$ cat config.mk
export PLATFORM = sky130hd
export DESIGN_NAME = ppp_predictor
export DESIGN_NICKNAME = d
export VERILOG_FILES = /design/src/rtl/ppp_pkg.sv /design/src/rtl/ppp_hist_fsm.sv /design/src/rtl/ppp_row_track.sv /design/src/rtl/ppp_predictor.sv
export SDC_FILE = /design/constraint.sdc
export NUM_CORES = 1
export LEC_CHECK = 0
export BUFFER_PORTS_ARGS = -buffer_cell sky130_fd_sc_hd__buf_2
export CAP_MARGIN = 10
export CORE_ASPECT_RATIO = 0.8
export CORE_UTILIZATION = 50
export CTS_BUF_LIST = sky130_fd_sc_hd__clkbuf_8
export DETAILED_ROUTE_END_ITERATION = 8
export GPL_TIMING_DRIVEN = 0
export PLACE_DENSITY = 0.73
export SLEW_MARGIN = 20
export SYNTH_ARGS = -nofsm -noshare
export SYNTH_HDL_FRONTEND = slang
export SYNTH_SLANG_ARGS = --single-unit
$ cat constraint.sdc
create_clock -name clk -period 2.54 [get_ports clk]
set_clock_uncertainty 0.1 [all_clocks]
set_input_delay 0.381 -clock clk [delete_from_list [all_inputs] [get_ports clk]]
set_output_delay 0.381 -clock clk [all_outputs]
set_load 0.01 [all_outputs]
$ cat src/rtl/ppp_pkg.sv
package ppp_pkg;
    typedef enum logic [1:0] {
        ST_MISS_STRONG = 2'd0,
        ST_MISS_WEAK   = 2'd1,
        ST_HIT_WEAK    = 2'd2,
        ST_HIT_STRONG  = 2'd3
    } hist_t;

    localparam hist_t HIST_RESET = ST_HIT_WEAK;
endpackage

$ cat src/rtl/ppp_hist_fsm.sv
module ppp_hist_fsm
    import ppp_pkg::*;
(
    input  logic  clk,
    input  logic  rst_n,
    input  logic  train_en,
    input  logic  train_hit,
    output hist_t state,
    output logic  next_keep
);
    hist_t state_nx;

    // state register
    always_ff @(posedge clk) begin
        if (!rst_n)
            state <= HIST_RESET;
        else if (train_en)
            state <= state_nx;
    end

    // next-state and prediction
    always_comb begin
        state_nx = state;
        unique case (state)
            ST_MISS_STRONG: state_nx = train_hit ? ST_MISS_WEAK  : ST_MISS_STRONG;
            ST_MISS_WEAK:   state_nx = train_hit ? ST_HIT_WEAK   : ST_MISS_STRONG;
            ST_HIT_WEAK:    state_nx = train_hit ? ST_HIT_STRONG : ST_MISS_WEAK;
            ST_HIT_STRONG:  state_nx = train_hit ? ST_HIT_STRONG : ST_HIT_WEAK;
            default:        state_nx = HIST_RESET;
        endcase
        next_keep = (state_nx == ST_HIT_WEAK) || (state_nx == ST_HIT_STRONG);
    end


    sat_top_chk: assert property (@(posedge clk) disable iff (!rst_n)
        (train_en && train_hit && state == ST_HIT_STRONG) |=> state == ST_HIT_STRONG);

    sat_bottom_chk: assert property (@(posedge clk) disable iff (!rst_n)
        (train_en && !train_hit && state == ST_MISS_STRONG) |=> state == ST_MISS_STRONG);

    step_down_chk: assert property (@(posedge clk) disable iff (!rst_n)
        (train_en && !train_hit && state == ST_HIT_WEAK) |=> state == ST_MISS_WEAK);

    idle_hold_chk: assert property (@(posedge clk) disable iff (!rst_n)
        !train_en |=> $stable(state));
endmodule

$ cat src/rtl/ppp_row_track.sv
module ppp_row_track #(
    parameter int ROW_W = 14
) (
    input  logic             clk,
    input  logic             rst_n,
    input  logic             upd_en,
    input  logic             keep,
    input  logic [ROW_W-1:0] row_in,
    output logic             seen,
    output logic             is_open,
    output logic [ROW_W-1:0] row_q
);
    always_ff @(posedge clk) begin
        if (!rst_n) begin
            seen    <= 1'b0;
            is_open <= 1'b0;
            row_q   <= '0;
        end else if (upd_en) begin
            seen    <= 1'b1;
            is_open <= keep;
            row_q   <= row_in;
        end
    end


    close_clears_chk: assert property (@(posedge clk) disable iff (!rst_n)
        (upd_en && !keep) |=> !is_open);

    keep_opens_chk: assert property (@(posedge clk) disable iff (!rst_n)
        (upd_en && keep) |=> (is_open && row_q == $past(row_in)));
endmodule

$ cat src/rtl/ppp_predictor.sv
module ppp_predictor
    import ppp_pkg::*;
#(
    parameter int NUM_BANKS = 8,
    parameter int ROW_W     = 14,
    localparam int BANK_W   = (NUM_BANKS > 1) ? $clog2(NUM_BANKS) : 1
) (
    input  logic                       clk,
    input  logic                       rst_n,
    input  logic                       acc_valid,
    input  logic [BANK_W-1:0]          acc_bank,
    input  logic [ROW_W-1:0]           acc_row,
    output logic                       dec_valid,
    output logic                       dec_close,
    output logic                       dec_hit,
    output logic [BANK_W-1:0]          dec_bank,
    output logic [NUM_BANKS-1:0]       open_valid,
    output logic [NUM_BANKS*ROW_W-1:0] open_row
);
    logic [NUM_BANKS-1:0] seen_v;
    logic [NUM_BANKS-1:0] keep_v;
    logic [NUM_BANKS-1:0] sel_v;
    logic [NUM_BANKS-1:0] match_v;
    logic                 sel_keep;
    logic                 sel_hit;
    hist_t                hist_s [NUM_BANKS];

    for (genvar b = 0; b < NUM_BANKS; b++) begin : g_bank
        assign sel_v[b]   = acc_valid && (acc_bank == BANK_W'(b));
        assign match_v[b] = (open_row[b*ROW_W +: ROW_W] == acc_row);

        ppp_hist_fsm u_hist (
            .clk       (clk),
            .rst_n     (rst_n),
            .train_en  (sel_v[b]),
            .train_hit (seen_v[b] && match_v[b]),
            .state     (hist_s[b]),
            .next_keep (keep_v[b])
        );

        ppp_row_track #(.ROW_W(ROW_W)) u_row (
            .clk     (clk),
            .rst_n   (rst_n),
            .upd_en  (sel_v[b]),
            .keep    (keep_v[b]),
            .row_in  (acc_row),
            .seen    (seen_v[b]),
            .is_open (open_valid[b]),
            .row_q   (open_row[b*ROW_W +: ROW_W])
        );
    end

    always_comb begin
        sel_keep = 1'b0;
        sel_hit  = 1'b0;
        for (int b = 0; b < NUM_BANKS; b++) begin
            if (acc_bank == BANK_W'(b)) begin
                sel_keep = keep_v[b];
                sel_hit  = open_valid[b] && match_v[b];
            end
        end
    end

    always_ff @(posedge clk) begin
        if (!rst_n) begin
            dec_valid <= 1'b0;
            dec_close <= 1'b0;
            dec_hit   <= 1'b0;
            dec_bank  <= '0;
        end else begin
            dec_valid <= acc_valid;
            if (acc_valid) begin
                dec_close <= !sel_keep;
                dec_hit   <= sel_hit;
                dec_bank  <= acc_bank;
            end
        end
    end


    dec_follows_chk: assert property (@(posedge clk) disable iff (!rst_n)
        acc_valid |=> dec_valid);

    dec_idle_chk: assert property (@(posedge clk) disable iff (!rst_n)
        !acc_valid |=> !dec_valid);

    closed_after_chk: assert property (@(posedge clk) disable iff (!rst_n)
        (dec_valid && dec_close) |-> !open_valid[dec_bank]);

    hit_needs_open_chk: assert property (@(posedge clk) disable iff (!rst_n)
        (acc_valid && !open_valid[acc_bank]) |=> !dec_hit);

    idle_stable_chk: assert property (@(posedge clk) disable iff (!rst_n)
        !acc_valid |=> ($stable(open_valid) && $stable(open_row)));
endmodule

==> After elaboration in Yosys (flattened, before gate mapping) <==
Index checks and enable logic that the tools add are counted.
{ "totals": {"ff_bits": 150, "latchBits": 0, "ramBits": 0, "mem_bits_ro": 0, "in_bits": 20, "out_inout_bits": 126, "word_cells": 189, "n_memories": 0} }
{ "op_classes": {"add_sub_neg": 0, "mul": 0, "n_div": 0, "n_lt_le_gt_ge": 0, "n_eq_ne": 55, "n_shift": 0, "mux": 56, "bitwise_logic": 0, "n_reduce_logical": 42} }
{ "op_table": {"columns": ["op", "count"], "rows": [
  ["14-bit equality test", 8],
  ["2-bit equality test (second input constant)", 32],
  ["2-bit case mux with 4 select lines", 8],
  ["1-bit 2-to-1 mux", 32],
  ["2-bit 2-to-1 mux", 16],
  ["1-bit logical AND", 24],
  ["2-bit by 1-bit equality test with 1-bit output (second input constant)", 8],
  ["2-bit logical NOT", 8],
  ["3-bit equality test (second input constant)", 4],
  ["1-bit logical OR", 8],
  ["3-bit by 2-bit equality test with 1-bit output (second input constant)", 2],
  ["3-bit by 1-bit equality test with 1-bit output (second input constant)", 1],
  ["3-bit logical NOT", 1],
  ["1-bit logical NOT", 1]
]} }

==> Longest topological paths before layout <==
{ "logic_depth": {"depth_word": 15, "mapped_depth": 9, "depth_no_buf": 7} }

==> Modules after synthesis <==
A second synthesis with hierarchy kept.
{ "hier_totals": {"hier_cells": 739, "area_unflattened_um2": 7490.9} }
{ "by_module_without_submodules": {"columns": ["module", "instances", "cells_per_inst", "area_each_um2", "seq_area_each_um2"], "rows": [
  ["ppp_row_track", 8, 50, 606.8, 320.3],
  ["ppp_predictor", 1, 235, 1865.5, 120.1],
  ["ppp_hist_fsm", 8, 13, 96.3, 40.0]
]} }

==> Least setup slack after synthesis <==
OpenSTA, ideal clock, no wires.
{ "synth_path": {"path_type": "input to register", "from": "in acc_row[0]", "to": "reg dec_close", "setup_time_ps": 120, "t_arrival_ps": 1825, "required_time_ps": 2320, "setup_slack_ps": 496, "path_stages": 9, "n_path_buf": 2, "cell_sequence": "buf_4 -> buf_2 -> xnor2_1 -> nand4_1 -> o41ai_1 -> and2_1 -> o21ai_1 -> a21oi_2 -> o31ai_2"} }
{ "synth_between": {"elab_chain_cells": 15, "word_cells_on_any_way": 89, "classes_between": "eq/ne: 24; mux: 48; reduce/logical: 17"} }
{ "synth_rtl": {"columns": ["element", "line", "source"], "rows": [
  ["start: declaration", "ppp_predictor.sv:12", "input logic [ROW_W-1:0] acc_row,"],
  ["14-bit equality test", "ppp_predictor.sv:30", "assign match_v[b] = (open_row[b*ROW_W +: ROW_W] == acc_row);"],
  ["1-bit logical AND", "ppp_predictor.sv:36", ".train_hit (seen_v[b] && match_v[b]),"],
  ["1-bit 2-to-1 mux, or another cell as far along", "ppp_hist_fsm.sv:25, ppp_hist_fsm.sv:28", null],
  ["2-bit case mux with 4 select lines", "ppp_hist_fsm.sv:24", "unique case (state)"],
  ["2-bit equality test", "ppp_hist_fsm.sv:31", "next_keep = (state_nx == ST_HIT_WEAK) || (state_nx == ST_HIT_STRONG);"],
  ["1-bit logical OR", "ppp_hist_fsm.sv:31", null],
  ["1-bit 2-to-1 mux (7 in a row)", "ppp_predictor.sv:57", "if (acc_bank == BANK_W'(b)) begin"],
  ["1-bit 2-to-1 mux (*)", "ppp_predictor.sv:57", null],
  ["1-bit logical NOT (*)", "ppp_predictor.sv:73", "dec_close <= !sel_keep;"],
  ["end signal: assignment", "ppp_predictor.sv:73", null],
  ["end: declaration", "ppp_predictor.sv:14", "output logic dec_close,"]
]} }
Every way passes the cells marked *; elsewhere a longest branch is shown, timed or not.
A chain may end at the register's enable or synchronous reset.

==> Worst setup path in the final report <==
{ "layout_path": {"from": "in acc_row[10]", "to": "reg dec_close"} }
The elaborated chain is that of the path after synthesis.

==> flow_metrics.tcl <==
set metrics [dict create \
    ys_warn_count 0 \
    max_freq_mhz 440 \
    fin_nets 1077 \
    cts_sinks 150 \
    rsz0062_at_grt "no" \
    synth_edf_count 0 \
    endpoint_kind "flip-flop" \
    path_max_fanout 10 \
    avgRoutedWirePerCell_um 19.1 \
    post-dp-hpwl_um 16600 \
    min_period_over_period 0.894 \
    ant_nets 0 \
    via_per_inst 5.58 \
    crit_chain "buf_4, buf_2, xnor2_1, nand4_1, nor4_1, and3_1, o21ai_1, a21oi_2, o31ai_2" \
    syn_inst 908 \
    ioPinCount 146 \
    p_leak_nw 3.34 \
    cts_tree "built" \
    netlist.area_leader.share 0.403 \
    worstSetupPathType "input pin to flip-flop" \
    slowest_stage "nor4_1" \
    clk_pin_slew_ns 0.09 \
    placed_cells 1222 \
    p_per_area_nw_per_um2 580 \
    ys.flop_type "dfxtp_1" \
    p_sw_w 0.00141 \
    failed_checks "design-rule violations" \
    p_int_w 0.00365 \
    syn_area_um2 7450 \
    combPwrFrac 0.122 \
    worstHoldStart "rst_n" \
    drive_above_1_share 0.196 \
    postSynthAreaPerCell_um2 8.20 \
    postCtsHoldBufs 0 \
    worst_hold_slack_ns 0.222 \
    start_util 0.518 \
    pwr-share-clk 0.385 \
    cpPeakStageDelay_ns 0.54 \
    synth_area_leader_cell "dfxtp_1" \
    cp_top_family "simple AND/OR/NAND/NOR gates" \
    status "complete, but fails checks" \
    hold_violations 0 \
    seq_area_frac_synth 0.403 \
    rr_startpoint "g_bank[6].u_row.row_q[2]" \
    routed_wl_um 23900 \
    cp-endpoint "dec_close" \
    synth_common_cells "252 x nand2_1, 150 x dfxtp_1, 107 x a21boi_0, 94 x xnor2_1, 36 x clkbuf_1" \
    antennaDiodeCount 0 \
    crit_required_ns 2.78 \
    ys_seq_elements 150 \
    synth_fp_nets 928 \
    htreeDepth 4 \
    post-cts-setup-buffers 0 \
    grt_max_degree 17 \
    ff2ff_setup_slack_ns 0.37 \
    seq_power_share 0.492 \
    tns_ns 0 \
    grt_pass1_wl_um 36300 \
    final_cells 1253 \
    clockBufferDepth 2 \
    die_area_um2 15400 \
    period_needed_ns 2.27 \
    power_w 0.00506 \
    grt_remaining_overflow 0 \
    vias 6992 \
    cts.repair.resized 0 \
    synth.distinct_cells 47 \
    slew_headroom 0.420 \
    switching_share 0.279 \
    drc 16 \
    slew_viol_final 0 \
    portBuffers 130 \
    async_flop_share 0 \
    fp-row-count 39 \
    setup_viol 0 \
    drv_cap 0 \
    path_buf_inv 2 \
    final_util 0.607 \
    syn2layout_area_growth_pct 17.3 \
    track_usage 0.314 \
    antenna_found_initial 0 \
    hold_path_class "input pin to flip-flop" \
    worst_pin_slew_ns 0.863 \
    insertion_delay_ns 0.45 \
    reg2reg_to "dec_close" \
    numCtsBuffers 17 \
    startpoint_type "input pin" \
    drt_iter0_markers 680 \
    cts_root_buf "clkbuf_8" \
    cp-startpoint "acc_row[10]" \
    core_um2 14400 \
    die_width_um 138 \
    peakVddDrop_uv 395 \
    arrival_ns 2.51 \
    die_y_um 111 \
    crit_cells 9 \
    yosysMostFrequentCell "nand2_1" \
    grt_pass1_vias 6262 \
    rr_worst_depth 7 \
    first_pass_iters 8 \
    ys_top_cells_by_area "dfxtp_1 40%, nand2_1 13%, xnor2_1 11%" \
    gp_congestion 0.900 \
]
[metrics by stage]
stage               setup slack, ns  cell area [um2]
floorplan                     0.496             7450
global placement             -0.153             8330
detailed placement           -0.176             8330
CTS                           0.300             8740
global route                  0.163             8740
finish                        0.269             8740
[how the worst min path moves through the flow]
stage | endpoint | slack (ns) | cells past startpoint
after floorplan | g_bank[3].u_row.seen | 0.33 | 1
after global placement | g_bank[3].u_row.seen | 0.34 | 1
after detailed placement | g_bank[3].u_row.seen | 0.35 | 1
after CTS | dec_valid | 0.21 | 2
after global routing | dec_valid | 0.23 | 2
final | dec_valid | 0.22 | 2
[power by group through the flow]
stage | clock network (W) | registers, W | logic [W]
detailed placement | 0 | 0.00254 | 0.000609
CTS | 0.00195 | 0.00249 | 0.000612
global route | 0.00207 | 0.00250 | 0.000664
global placement | 0 | 0.00254 | 0.000599
finish | 0.00195 | 0.00249 | 0.000620
floorplan | 0 | 0.00255 | 0.000393
[placed cells by master (no fill, tap or decap), types with 7 or more instances in the layout]
master	Yosys	final
a21boi_0	107	107
a21boi_1	8	8
a21oi_1	20	20
and2_1	8	8
buf_2	14	144
buf_4	17	17
buf_6	8	8
clkbuf_1	36	36
clkbuf_8	0	18
dfxtp_1	150	150
nand2_1	252	252
nand3_1	17	17
nand4_1	24	24
nor2_1	25	25
nor2b_1	7	7
nor4_1	9	9
o21a_1	12	12
o21ai_0	23	23
o21ai_1	7	7
xnor2_1	94	94
xor2_1	18	18
[routing by layer]
metal,GRT usage,wire (um)
met5,0,0
met4,0.133,659
met3,0.0622,2020
met2,0.482,10600
met1,0.428,10600
[logic make-up after synthesis]
| group | synth area share |
|---|---|
| xor gates and xnor gates | 0.132 |
| adders and majority gates | 0.00286 |
| DFF | 0.403 |
| buffers and inverters | 0.0593 |
| AOI/OAI and AO/OA | 0.179 |
| muxes | 0.00537 |
| and+or+nand+nor | 0.219 |
[layout make-up]
type	instances	area (um2)
Sequential cell	150	3000
Clock buffer	18	248
Clock inverter	13	158
Fill cell	1299	5660
Multi-Input combinational cell	678	4010
Tap cell	184	230
Timing Repair Buffer	130	651
Buffer	76	427
Inverter	4	15.0
[flip-flops by register name (all words and copies together) (netlist names)]
signal	flops
dec_bank	3
dec_valid	1
g_bank.u_row.is_open	8
dec_close	1
g_bank.u_hist.state	16
dec_hit	1
g_bank.u_row.row_q	112
g_bank.u_row.seen	8
Power figures use the tool's default switching activity.
